==> src/rtl/txpg_pkg.sv <==
package txpg_pkg;
  // Strobes from the control side to the datapath
  typedef struct packed {
    logic bistMark;   // one-cycle self-test pass marker
    logic faultHeld;  // sticky phase-buffer fault
  } ctlStrobes_t;
endpackage

==> src/rtl/txpgCtrl.sv <==
module txpgCtrl
  import txpg_pkg::*;
#(
  parameter int BIST_LEN = 511
) (
  input  logic        clk,
  input  logic        rstN,
  input  logic        bistEn,
  input  logic        bufFault,
  input  logic        syncSent,
  output ctlStrobes_t ctl
);
  localparam int CNT_W = $clog2(BIST_LEN);
  localparam logic [CNT_W-1:0] LAST = CNT_W'(BIST_LEN - 1);

  logic [CNT_W-1:0] passCnt;
  logic             bistMark;
  logic             faultHeld;

  // Self-test pass counter: counts enabled edges, wraps after BIST_LEN
  always_ff @(posedge clk) begin
    if (!rstN || !bistEn) begin
      passCnt  <= '0;
      bistMark <= 1'b0;
    end else begin
      bistMark <= (passCnt == LAST);
      passCnt  <= (passCnt == LAST) ? '0 : passCnt + 1'b1;
    end
  end

  // Sticky buffer fault: a new fault wins over a same-cycle sync
  always_ff @(posedge clk) begin
    if (!rstN)         faultHeld <= 1'b0;
    else if (bufFault) faultHeld <= 1'b1;
    else if (syncSent) faultHeld <= 1'b0;
  end

  assign ctl.bistMark  = bistMark;
  assign ctl.faultHeld = faultHeld;
endmodule

==> src/rtl/txpgDatapath.sv <==
module txpgDatapath
  import txpg_pkg::*;
#(
  parameter int                DATA_W   = 10,
  parameter logic [DATA_W-1:0] ERR_CODE = 10'b1001111000
) (
  input  logic              clk,
  input  logic              rstN,
  input  logic              parityEn,
  input  logic [DATA_W-1:0] inData,
  input  logic              inParity,
  input  ctlStrobes_t       ctl,
  output logic [DATA_W-1:0] outChar,
  output logic              errStatus
);
  logic badChar;
  logic parErr;

  // Odd parity over data plus parity bit; an even count is an error
  assign badChar = parityEn && !(^{inData, inParity});

  always_ff @(posedge clk) begin
    if (!rstN) begin
      outChar <= '0;
      parErr  <= 1'b0;
    end else begin
      outChar <= badChar ? ERR_CODE : inData;
      parErr  <= badChar;
    end
  end

  assign errStatus = parErr | ctl.bistMark | ctl.faultHeld;
endmodule

==> src/rtl/txParityGuard.sv <==
module txParityGuard
  import txpg_pkg::*;
#(
  parameter int                DATA_W   = 10,
  parameter logic [DATA_W-1:0] ERR_CODE = 10'b1001111000,
  parameter int                BIST_LEN = 511
) (
  input  logic              clk,
  input  logic              rstN,
  input  logic [DATA_W-1:0] inData,
  input  logic              inParity,
  input  logic              parityEn,
  input  logic              bistEn,
  input  logic              bufFault,
  input  logic              syncSent,
  output logic [DATA_W-1:0] outChar,
  output logic              errStatus
);
  ctlStrobes_t ctlBus;

  txpgCtrl #(.BIST_LEN(BIST_LEN)) u_ctrl (
    .clk(clk), .rstN(rstN), .bistEn(bistEn),
    .bufFault(bufFault), .syncSent(syncSent), .ctl(ctlBus)
  );

  txpgDatapath #(.DATA_W(DATA_W), .ERR_CODE(ERR_CODE)) u_dp (
    .clk(clk), .rstN(rstN), .parityEn(parityEn),
    .inData(inData), .inParity(inParity), .ctl(ctlBus),
    .outChar(outChar), .errStatus(errStatus)
  );
endmodule

==> config.mk <==
export PLATFORM = sky130hd
export DESIGN_NAME = txParityGuard
export DESIGN_NICKNAME = d
export VERILOG_FILES = /design/src/rtl/txpg_pkg.sv /design/src/rtl/txpgCtrl.sv /design/src/rtl/txpgDatapath.sv /design/src/rtl/txParityGuard.sv
export SDC_FILE = /design/constraint.sdc
export NUM_CORES = 1
export LEC_CHECK = 0
export BUFFER_PORTS_ARGS = -buffer_cell sky130_fd_sc_hd__buf_2
export CAP_MARGIN = 0
export CORE_ASPECT_RATIO = 1.5
export CORE_UTILIZATION = 40
export CTS_BUF_LIST = sky130_fd_sc_hd__clkbuf_4
export DETAILED_ROUTE_END_ITERATION = 6
export GPL_TIMING_DRIVEN = 0
export PLACE_DENSITY = 0.76
export SYNTH_ARGS = -nofsm -noshare
export SYNTH_HDL_FRONTEND = slang
export SYNTH_SLANG_ARGS = --single-unit
==> constraint.sdc <==
create_clock -name clk -period 3.5 [get_ports clk]
set_input_delay 0.35 -clock clk [delete_from_list [all_inputs] [get_ports clk]]
set_output_delay 0.35 -clock clk [all_outputs]
set_load 0.01 [all_outputs]
Word-level counts from Yosys, hierarchy flattened

Index checks and enable logic that the tools add are counted.

Multiplexer cells: 3
Bitwise logic cells: 3
$add $sub $neg: 1
Eq/ne operators: 1
Reductions and logical operators: 9

Operators by type and width:

| operator                                                      | count |
|---|---|
| 11-bit XOR reduction                                          | 1 |
| 10-bit 2-to-1 mux                                             | 1 |
| 9-bit by 1-bit adder with 9-bit output, second input constant | 1 |
| 9-bit == test, second input constant                          | 1 |
| 2-bit OR reduction                                            | 2 |
| 1-bit logical NOT                                             | 3 |
| 1-bit 2-to-1 mux                                              | 2 |
| 1-bit bitwise OR                                              | 2 |
| 2-bit nonzero test                                            | 1 |
| 1-bit logical AND                                             | 1 |
| 1-bit logical OR                                              | 1 |
| 1-bit inverter                                                | 1 |

Output and inout bits: 11
Input port bits: 17
Flip-flop bits (word level): 22
Word-level logic and storage cells: 23

Longest topological paths before layout

Gate-level depths: netlist (run 1).

Depth in word-level cells: 4
Gate-level depth with buffers: 7

Modules after synthesis

Synthesis (run 1) repeated with hierarchy kept, for this count alone.

Cell total of the unflattened synthesis: 96
Area total of the unflattened synthesis: 962.2 um^2

By module, submodules not included:

| module       | sequential area each (um^2) | cells an instance | area an instance (um^2) | instances |
|---|---|---|---|---|
| txpgCtrl     | 220.2                       | 52                | 514.2                   | 1 |
| txpgDatapath | 220.2                       | 44                | 447.9                   | 1 |

Worst setup path after synthesis (run 1)

OpenSTA, ideal clock, no wires.

Path kind: input to register
From: in inData[5]
To: reg u_dp.outChar[3]
Library setup time: 123 ps
Path buffers: 0
Cell stages on the path: 4
Setup slack: 2074 ps
Arrival: 1303 ps
Data required time: 3377 ps
Cells stage by stage: xnor3_1 > xnor3_2 > xnor2_2 > o21ai_1

Longest elaborated chain between the ends: 4

Ends and longest elaborated chain:

| element                | RTL line            | source |
|---|---|---|
| start: declaration     | txParityGuard.sv:10 | `input logic [DATA_W-1:0] inData,` |
| 11-bit XOR reduction   | txpgDatapath.sv:20  | `assign badChar = parityEn && !(^{inData, inParity});` |
| 1-bit logical NOT      | txpgDatapath.sv:20  |  |
| 1-bit logical AND      | txpgDatapath.sv:20  |  |
| 10-bit 2-to-1 mux      | txpgDatapath.sv:27  | `outChar <= badChar ? ERR_CODE : inData;` |
| end signal: assignment | txpgDatapath.sv:27  |  |
| end: declaration       | txpgDatapath.sv:13  | `output logic [DATA_W-1:0] outChar,` |

No other way between the ends.
A chain may end at the register's enable or synchronous reset.

Final worst setup path (run 1)

From: reg u_ctrl.passCnt[0]
To: reg u_ctrl.passCnt[7]

Longest elaborated chain between the ends: 2
Elaborated cells on any way between the ends: 3
Those cells by class: add/sub (1); eq/ne (1); reduce/logical (1)

Ends and longest elaborated chain:

| element                                                                        | RTL line       | source |
|---|---|---|
| start: declaration                                                             | txpgCtrl.sv:16 | `logic [CNT_W-1:0] passCnt;` |
| start signal: assignment                                                       | txpgCtrl.sv:27 | `passCnt <= (passCnt == LAST) ? '0 : passCnt + 1'b1;` |
| branches (longest 2 deep; another with 9-bit by 1-bit adder with 9-bit output) | n/a            |  |

Parallel ways; which one is timed is not known.

==> results.ini, run 1 <==
[logic_synthesis]
synth_area_leaders=dfxtp_1 (47%), nand2_1 (6.8%), a21oi_1 (4.3%)
yosys_warnings=0
syn_inst=99
synth_area_per_cell_um2=9.428
netlist_area_um2=933.4
synthesis.nets=118
ys_ff_latch=22
synthArstFlopShare_pct=0
synth_edf_count=0
yosysUniqueCellTypes=30
seq_area_frac_synth_pct=47.18
post-synth-top-area-cell=dfxtp_1
netlist.area_leader.share_pct=47.18
synth_ff_type=dfxtp_1

[route]
via_per_inst=5.294
drc=0
wl_mm=1.883
wl_per_cell_um=12.31
ant_nets=0
vias=810
first_pass_iters=4
drt-initial-drc-count=16

[layout]
fin_cells=153
layout_commonest_cell=buf_2
areaGrowthSynthToFinish_pct=20.38
antenna_cells=0
layout-drive-gt1-share_pct=26.15
mostFrequentLayoutCells=buf_2 (27), dfxtp_1 (22), nand2_1 (17)
fin_nets=150

[global_routing]
antenna_found_initial=0
first_global_vias=719
gr-total-overflow=0
grt_pass1_wl_mm=3.029
grt_max_degree=13
grt.total_usage_pct=15.74

[sta]
skew_ns=0.002222
rsz0062_at_grt=no
relSlewSlack_pct=71.64
tightestPinTransition_ns=0.4253
finalSetupViolations=0
hold_viol_final=0
min_period_ns=1.626
totalNegativeSetupSlack_ns=0
clock.fmax_mhz=615.1
min_period_over_period_pct=46.45
finalMaxSlewViolations=0

[floorplanning]
dieWidth_um=41.44
coreArea_mm2=0.002207
initial_core_util_pct=42.29
io_pins=28
die_height_um=61.16
die_area_mm2=0.002534
rows=21

[pwr]
ir_worst_vdd_mv=0.2797
total_leakage_power_nw=0.4859
p_per_area_mw_per_mm2=460.6

[placement]
portBuffers=27
dp_hpwl_mm=1.500
place_congestion=0.7275
dp_cells=149

[critical_path]
start_kind=register
rr_worst_depth=7
r2r_slack_ns=1.87
timing.rr.start=u_ctrl.passCnt[0]
slowest_delay_ns=0.45
cpMaxStageDelayCell=dfxtp_1
worstPathArrival_ns=1.85
critPathCaptureType=register
required_ns=3.73
cp_max_fo=7
r2r-end=u_ctrl.passCnt[7]
path_cells=inv_1 > ha_1 > nand2_1 > or2_1 > clkbuf_1 > o21ai_0 > a311oi_1
crit_end=u_ctrl.passCnt[7]
crit_path_start=u_ctrl.passCnt[0]
crit_type=register to register

[clock_tree]
clock-sinks=22
cts_tree=yes
ctsResizeCount=0
cts.clk_slew.worst_paths_ns=0.12
root_buffer=clkbuf_4
insertion_delay_ns=0.31
cts_buffer_depth=2
cts_htree_levels=1
numCtsBuffers=3
hold_buffers=0
cts_setup_buffers=0

[run_status]
outcome=finished clean

[run]
drv_cap=0

[hold_path]
holdPathStages=2
hold_class=input port to register

==> routing by layer <==
layer / GRT usage [%] / vias to the layer above / share of wire, %
met5: 0 / - / 0
met4: 9.677 / 0 / 1.4
met3: 2.639 / 4 / 3.8
met2: 31.92 / 26 / 55
met1: 14.50 / 376 / 39
li1: - / 404 / -
==> critical path, delay by kind of cell, from the launching register on <==
kind            cells  cell delay [ns]
compound gates      2             0.43
flops               1             0.45
simple gates        2             0.14
fa+ha+maj           1             0.21
buf+inv             2             0.32
==> through the flow <==
stage	hold slack, ns	instance area, um^2	power (mW)	setup WS [ns]	util (%)
after floorplan	0.4370	933.4	0.3635	2.074	-
after global placement	0.4735	1097	0.4041	1.850	49.72
after detailed placement	0.4983	1097	0.4084	1.810	49.72
after CTS	0.2317	1124	0.5221	1.850	50.91
after global routing	0.2284	1124	0.5474	1.701	50.91
final	0.2413	1124	0.5175	1.874	50.91
==> cells in the mapped netlist, types with 2 or more instances <==
cell type / count
a21oi_1: 8
a311oi_1: 3
a31oi_1: 2
clkbuf_1: 2
dfxtp_1: 22
ha_1: 2
nand2_1: 17
nand2b_1: 2
nand3_1: 3
nor2_1: 8
o21ai_0: 3
o21ai_1: 5
xnor2_1: 3
xnor2_2: 2
xor2_1: 2
==> cell type report <==
| cell class | count | area (um^2) |
|---|---|---|
| clock buffers | 3 | 22.52 |
| inverters | 1 | 3.754 |
| repair buffers | 27 | 135.1 |
| flip-flops and latches | 22 | 440.4 |
| multi-input cells | 74 | 481.7 |
| fillers | 222 | 1084 |
| clock inverters | 1 | 3.754 |
| plain buffers | 2 | 7.507 |
| well taps | 23 | 28.78 |
==> flip-flops by register name, summed over array words and instances (netlist names) <==
signal / flops
u_dp.outChar: 10
u_ctrl.faultHeld: 1
u_ctrl.passCnt: 9
u_ctrl.bistMark: 1
u_dp.parErr: 1
==> cells by family (layout without fill, tap and decap cells) <==
family | Yosys count | in the layout | synth area share (%)
AO/OA/AOI/OAI | 24 | 24 | 15.15
flip-flops | 22 | 22 | 47.18
AND/OR/NAND/NOR | 38 | 38 | 18.90
buffers and inverters | 3 | 34 | 1.206
adder cells (fa/ha/maj) | 2 | 2 | 2.681
XOR/XNOR | 10 | 10 | 14.88
==> worst min path at each step <==
stage / from / to
CTS: bufFault / u_ctrl.faultHeld
global route: bufFault / u_ctrl.faultHeld
detailed placement: u_ctrl.passCnt[8] / u_ctrl.passCnt[8]
finish: bufFault / u_ctrl.faultHeld
floorplan: parityEn / u_dp.outChar[0]
global placement: u_ctrl.passCnt[8] / u_ctrl.passCnt[8]
==> where the power goes <==
part           leakage, nW  internal, mW  switching, mW
combinational        0.290        0.0552         0.0688
clock               0.0154        0.0417         0.0748
sequential           0.181         0.271        0.00595
(Power assumes the default switching activity.)
==> run 2: changes to the inputs <==
--- a/config.mk
+++ b/config.mk
@@ -12,7 +12,7 @@
 export CTS_BUF_LIST = sky130_fd_sc_hd__clkbuf_4
 export DETAILED_ROUTE_END_ITERATION = 6
 export GPL_TIMING_DRIVEN = 0
-export PLACE_DENSITY = 0.76
+export PLACE_DENSITY = 0.78
 export SYNTH_ARGS = -nofsm -noshare
 export SYNTH_HDL_FRONTEND = slang
 export SYNTH_SLANG_ARGS = --single-unit
==> constraint.sdc (replaced) <==
create_clock -name clk -period 1.4 [get_ports clk]
set_input_delay 0.14 -clock clk [delete_from_list [all_inputs] [get_ports clk]]
set_output_delay 0.14 -clock clk [all_outputs]
set_load 0.01 [all_outputs]
==> results.ini, run 2 (synthesized netlist as in run 1, its figures left out) <==
[route]
via_per_inst=5.309
drt-initial-drc-count=4
first_pass_iters=2
wl_per_cell_um=11.74
drc=0
ant_nets=0
wl_mm=1.784
vias=807

[clock_tree]
root_buffer=clkbuf_4
clock-sinks=22
cts.clk_slew.worst_paths_ns=0.11
cts_setup_buffers=0
numCtsBuffers=3
insertion_delay_ns=0.31
cts_buffer_depth=2
cts_tree=yes
cts_htree_levels=1

[hold_path]
hold_class=input port to register

[pwr]
ir_worst_vdd_mv=0.7123
total_leakage_power_nw=0.4863
intPower_mw=0.9197
clockPowerShare_pct=22.4
pwr-share-comb_pct=24.0
switching_share_pct=28.63
p_switching_mw=0.3689
seqPwrFrac_pct=53.6
p_per_area_mw_per_mm2=1148

[layout]
final_core_util_pct=50.85
mostFrequentLayoutCells=buf_2 (27), dfxtp_1 (22), nand2_1 (17)
top_regs=u_dp.outChar (10), u_ctrl.passCnt (9)
fin_nets=149
largest_register=u_dp.outChar
layout-drive-gt1-share_pct=27.13
areaGrowthSynthToFinish_pct=20.24
largest_register_ff_count=10
layout_commonest_cell=buf_2
antenna_cells=0
fin_cells=152

[sta]
min_period_over_period_pct=97.17
tightestPinTransition_ns=0.4222
min_period_ns=1.360
clock.fmax_mhz=735.1
finalWorstSetupSlack_ns=0.03966
skew_ns=0.003188
finalSetupViolations=0
hold_viol_final=0
rsz0062_at_grt=yes
relSlewSlack_pct=71.85
finalMaxSlewViolations=0

[critical_path]
rr_worst_depth=3
crit_path_start=u_ctrl.passCnt[0]
start_kind=register
required_ns=1.64
r2r-end=u_ctrl.passCnt[8]
crit_buf_inv=0
timing.rr.start=u_ctrl.passCnt[0]
slowest_delay_ns=0.46
worstPathArrival_ns=1.60
critPathCaptureType=register
path_depth=3
path_cells=ha_1 > or4b_1 > a21oi_1
cp_max_fo=6
crit_type=register to register
cpMaxStageDelayCell=or4b_1
path_delay_family=simple AND/OR/NAND/NOR gates
r2r_slack_ns=0.04
crit_end=u_ctrl.passCnt[8]

[global_routing]
first_global_vias=802
grt_max_degree=13
grt.total_usage_pct=15.31
grt_pass1_wl_mm=2.946
antenna_found_initial=0
gr-total-overflow=0

[floorplanning]
die_height_um=61.16
initial_core_util_pct=42.29
coreArea_mm2=0.002207
rows=21
die_area_mm2=0.002534
io_pins=28
dieWidth_um=41.44

[run]
drv_cap=0

[placement]
place_ws_ns=-0.1723
dp_hpwl_mm=1.449
place_congestion=0.7261
dp_cells=149
portBuffers=27

[run_status]
outcome=finished clean

==> run 2: cell count changes in the layout (fill, tap and decap cells not counted), sizes merged <==
| cell | change |
|---|---|
| clkbuf | -1 |
==> run 2: metal layers <==
metal | track usage (%) | vias up | wire, um
met5 | 0 | - | 0
met4 | 9.677 | 0 | 43
met3 | 3.226 | 4 | 78
met1 | 11.03 | 377 | 631
met2 | 34.15 | 22 | 1030
li1 | - | 404 | -
==> run 2: cell type report <==
class	instances	area [um^2]
buffer	1	3.754
multi-input combinational	74	484.2
clock inverter	1	3.754
tap	23	28.78
inverter	1	3.754
timing repair buffer	27	135.1
clock buffer	3	22.52
fill	220	1085
sequential	22	440.4
==> run 2: power by group through the flow <==
stage          clock network [mW]  registers, mW  logic (mW)
6_report                    0.289          0.691       0.309
5_1_grt                     0.319          0.698       0.333
4_1_cts                     0.303          0.692       0.313
3_5_place_dp                    0          0.706       0.312
3_3_place_gp                    0          0.705       0.304
2_1_floorplan                   0          0.730       0.179
==> run 2: metrics by stage <==
| stage | total power [mW] | hold WS [ns] | setup TNS, ns | cell area, um^2 |
|---|---|---|---|---|
| 6_report | 1.289 | 0.03691 | 0 | 1122 |
| 5_1_grt | 1.351 | 0.03126 | -0.2667 | 1122 |
| 4_1_cts | 1.307 | 0.02614 | 0 | 1122 |
| 3_5_place_dp | 1.018 | 0.3527 | -1.110 | 1097 |
| 3_3_place_gp | 1.009 | 0.3481 | -0.4344 | 1097 |
| 2_1_floorplan | 0.9089 | 0.2270 | 0 | 933.4 |
==> run 2: how the worst min path moves through the flow <==
stage	start	to	slack, ns	cells after the start
after floorplan	parityEn	u_dp.outChar[0]	0.23	1
after global placement	bufFault	u_ctrl.faultHeld	0.35	2
after detailed placement	bufFault	u_ctrl.faultHeld	0.35	2
after CTS	bufFault	u_ctrl.faultHeld	0.03	2
after global routing	bufFault	u_ctrl.faultHeld	0.03	2
final	bufFault	u_ctrl.faultHeld	0.04	2
==> run 2: timing repair <==
action                     CTS  global route
hold buffers                 0             0
setup endpoints to repair    8             7
gates resized for setup      1             0
==> run 3: changes to the inputs <==
--- a/config.mk
+++ b/config.mk
@@ -9,7 +9,6 @@
 export CAP_MARGIN = 0
 export CORE_ASPECT_RATIO = 1.5
 export CORE_UTILIZATION = 40
-export CTS_BUF_LIST = sky130_fd_sc_hd__clkbuf_4
 export DETAILED_ROUTE_END_ITERATION = 6
 export GPL_TIMING_DRIVEN = 0
 export PLACE_DENSITY = 0.78
==> results.ini, run 3 (synthesized netlist as in run 1, its figures left out) <==
[run_status]
outcome=finished clean

[pwr]
intPower_mw=0.9744
seqPwrFrac_pct=51.4
switching_share_pct=27.55
total_leakage_power_nw=0.4919
p_per_area_mw_per_mm2=1188
p_switching_mw=0.3706
pwr-share-comb_pct=22.9
ir_worst_vdd_mv=0.7127
clockPowerShare_pct=25.7

[clock_tree]
cts_tree=yes
hold_buffers=0
clock-sinks=22
root_buffer=clkbuf_4
cts_buffer_depth=2
cts.clk_slew.worst_paths_ns=0.11
numCtsBuffers=3
cts_htree_levels=1
insertion_delay_ns=0.31

[critical_path]
cp_max_fo=6
worstPathArrival_ns=1.60
crit_type=register to register
path_delay_family=simple AND/OR/NAND/NOR gates
start_kind=register
crit_buf_inv=0
slowest_delay_ns=0.46
required_ns=1.64
path_cells=ha_1 > or4b_1 > a21oi_1
critPathCaptureType=register
cpMaxStageDelayCell=or4b_1

[layout]
largest_register=u_dp.outChar
fillCellCount=219
antenna_cells=0
mostFrequentLayoutCells=buf_2 (27), dfxtp_1 (22), nand2_1 (17)
top_regs=u_dp.outChar (10), u_ctrl.passCnt (9)
areaGrowthSynthToFinish_pct=21.31
fin_nets=149
fin_area_mm2=0.001132
layout-drive-gt1-share_pct=27.91
layout_commonest_cell=buf_2
largest_register_ff_count=10

[global_routing]
grt_max_degree=13
antenna_found_initial=0
first_global_vias=798
grt.total_usage_pct=15.31
gr-total-overflow=0
grt_pass1_wl_mm=2.939

[route]
dr_wl_met2_mm=1.029
drt-initial-drc-count=5
routed.top_layer=met4
wl_mm=1.781
first_pass_iters=2
via_per_inst=5.316
met3WireLength_um=78
ant_nets=0
vias=808
drc=0
wl_per_cell_um=11.72
wirelength_met1_um=629

[placement]
place_congestion=0.7261
portBuffers=27
placed_cell_area_mm2=0.001097
place_ws_ns=-0.1723
dp_hpwl_mm=1.449

[floorplanning]
io_pins=28
rows=21
die_height_um=61.16
coreArea_mm2=0.002207
initial_core_util_pct=42.29
die_area_mm2=0.002534
dieWidth_um=41.44

[sta]
min_period_over_period_pct=97.17
finalWorstSetupSlack_ns=0.03965
min_period_ns=1.360
relSlewSlack_pct=71.85
worst_hold_slack_ns=0.03676
finalSetupViolations=0
rsz0062_at_grt=yes
skew_ns=0.004279
tightestPinTransition_ns=0.4222
totalNegativeSetupSlack_ns=0
finalMaxSlewViolations=0
hold_viol_final=0
clock.fmax_mhz=735.1

[run]
drv_cap=0

[hold_path]
hold_class=input port to register

[run 3: cell types whose count changed in the layout (fill, tap and decap cells not counted), sizes merged]
cell    change
clkbuf      +1
clkinv      -1
[run 3: power groups by stage]
| stage | Sequential, mW | Clock [mW] | Combinational, mW |
|---|---|---|---|
| 3_5_place_dp | 0.706 | 0 | 0.312 |
| 6_report | 0.691 | 0.345 | 0.309 |
| 4_1_cts | 0.692 | 0.357 | 0.313 |
| 5_1_grt | 0.698 | 0.374 | 0.333 |
| 2_1_floorplan | 0.730 | 0 | 0.179 |
| 3_3_place_gp | 0.705 | 0 | 0.304 |
[run 3: area by class of cell]
class                      instances  area [um^2]  area share (%)
buffer                             1        3.754          0.3315
clock buffer                       4        36.28           3.204
inverter                           1        3.754          0.3315
multi-input combinational         74        484.2           42.76
sequential                        22        440.4           38.89
tap                               23        28.78           2.541
timing repair buffer              27        135.1           11.93
[run 3: metal layers]
layer	track usage (%)	up-vias
met2	34.15	22
met1	11.03	377
met4	9.677	0
met5	0	-
li1	-	405
met3	3.226	4
[run 3: what timing repair did]
action | 4_1_cts | 5_1_grt
hold endpoints to repair | 0 | 0
gates cloned | 0 | 0
setup buffers | 0 | 0
pin swaps | 0 | 0
endpoints found under the setup margin | 8 | 7
gates resized for setup | 1 | 0
[run 3: metrics by stage]
stage          util, %  instances  power [mW]
2_1_floorplan        -         99      0.9089
6_report         51.30        152       1.345
3_3_place_gp     49.72        149       1.009
3_5_place_dp     49.72        149       1.018
5_1_grt          51.30        152       1.406
4_1_cts          51.30        152       1.361
[run 3: final timing paths]
kind / start / end / slack (ns) / cells after the start
max: u_ctrl.passCnt[0] / u_ctrl.passCnt[8] / 0.04 / 3
max reg2reg: u_ctrl.passCnt[0] / u_ctrl.passCnt[8] / 0.04 / 3
min reg2reg: u_ctrl.passCnt[7] / u_ctrl.passCnt[7] / 0.51 / 1
min: bufFault / u_ctrl.faultHeld / 0.04 / 2
[run 3: worst reg2reg max path, cell delays in order, from the launching register on]
cell and delay [ns]:
dfxtp_1 0.43, ha_1 0.28, or4b_1 0.46, a21oi_1 0.13
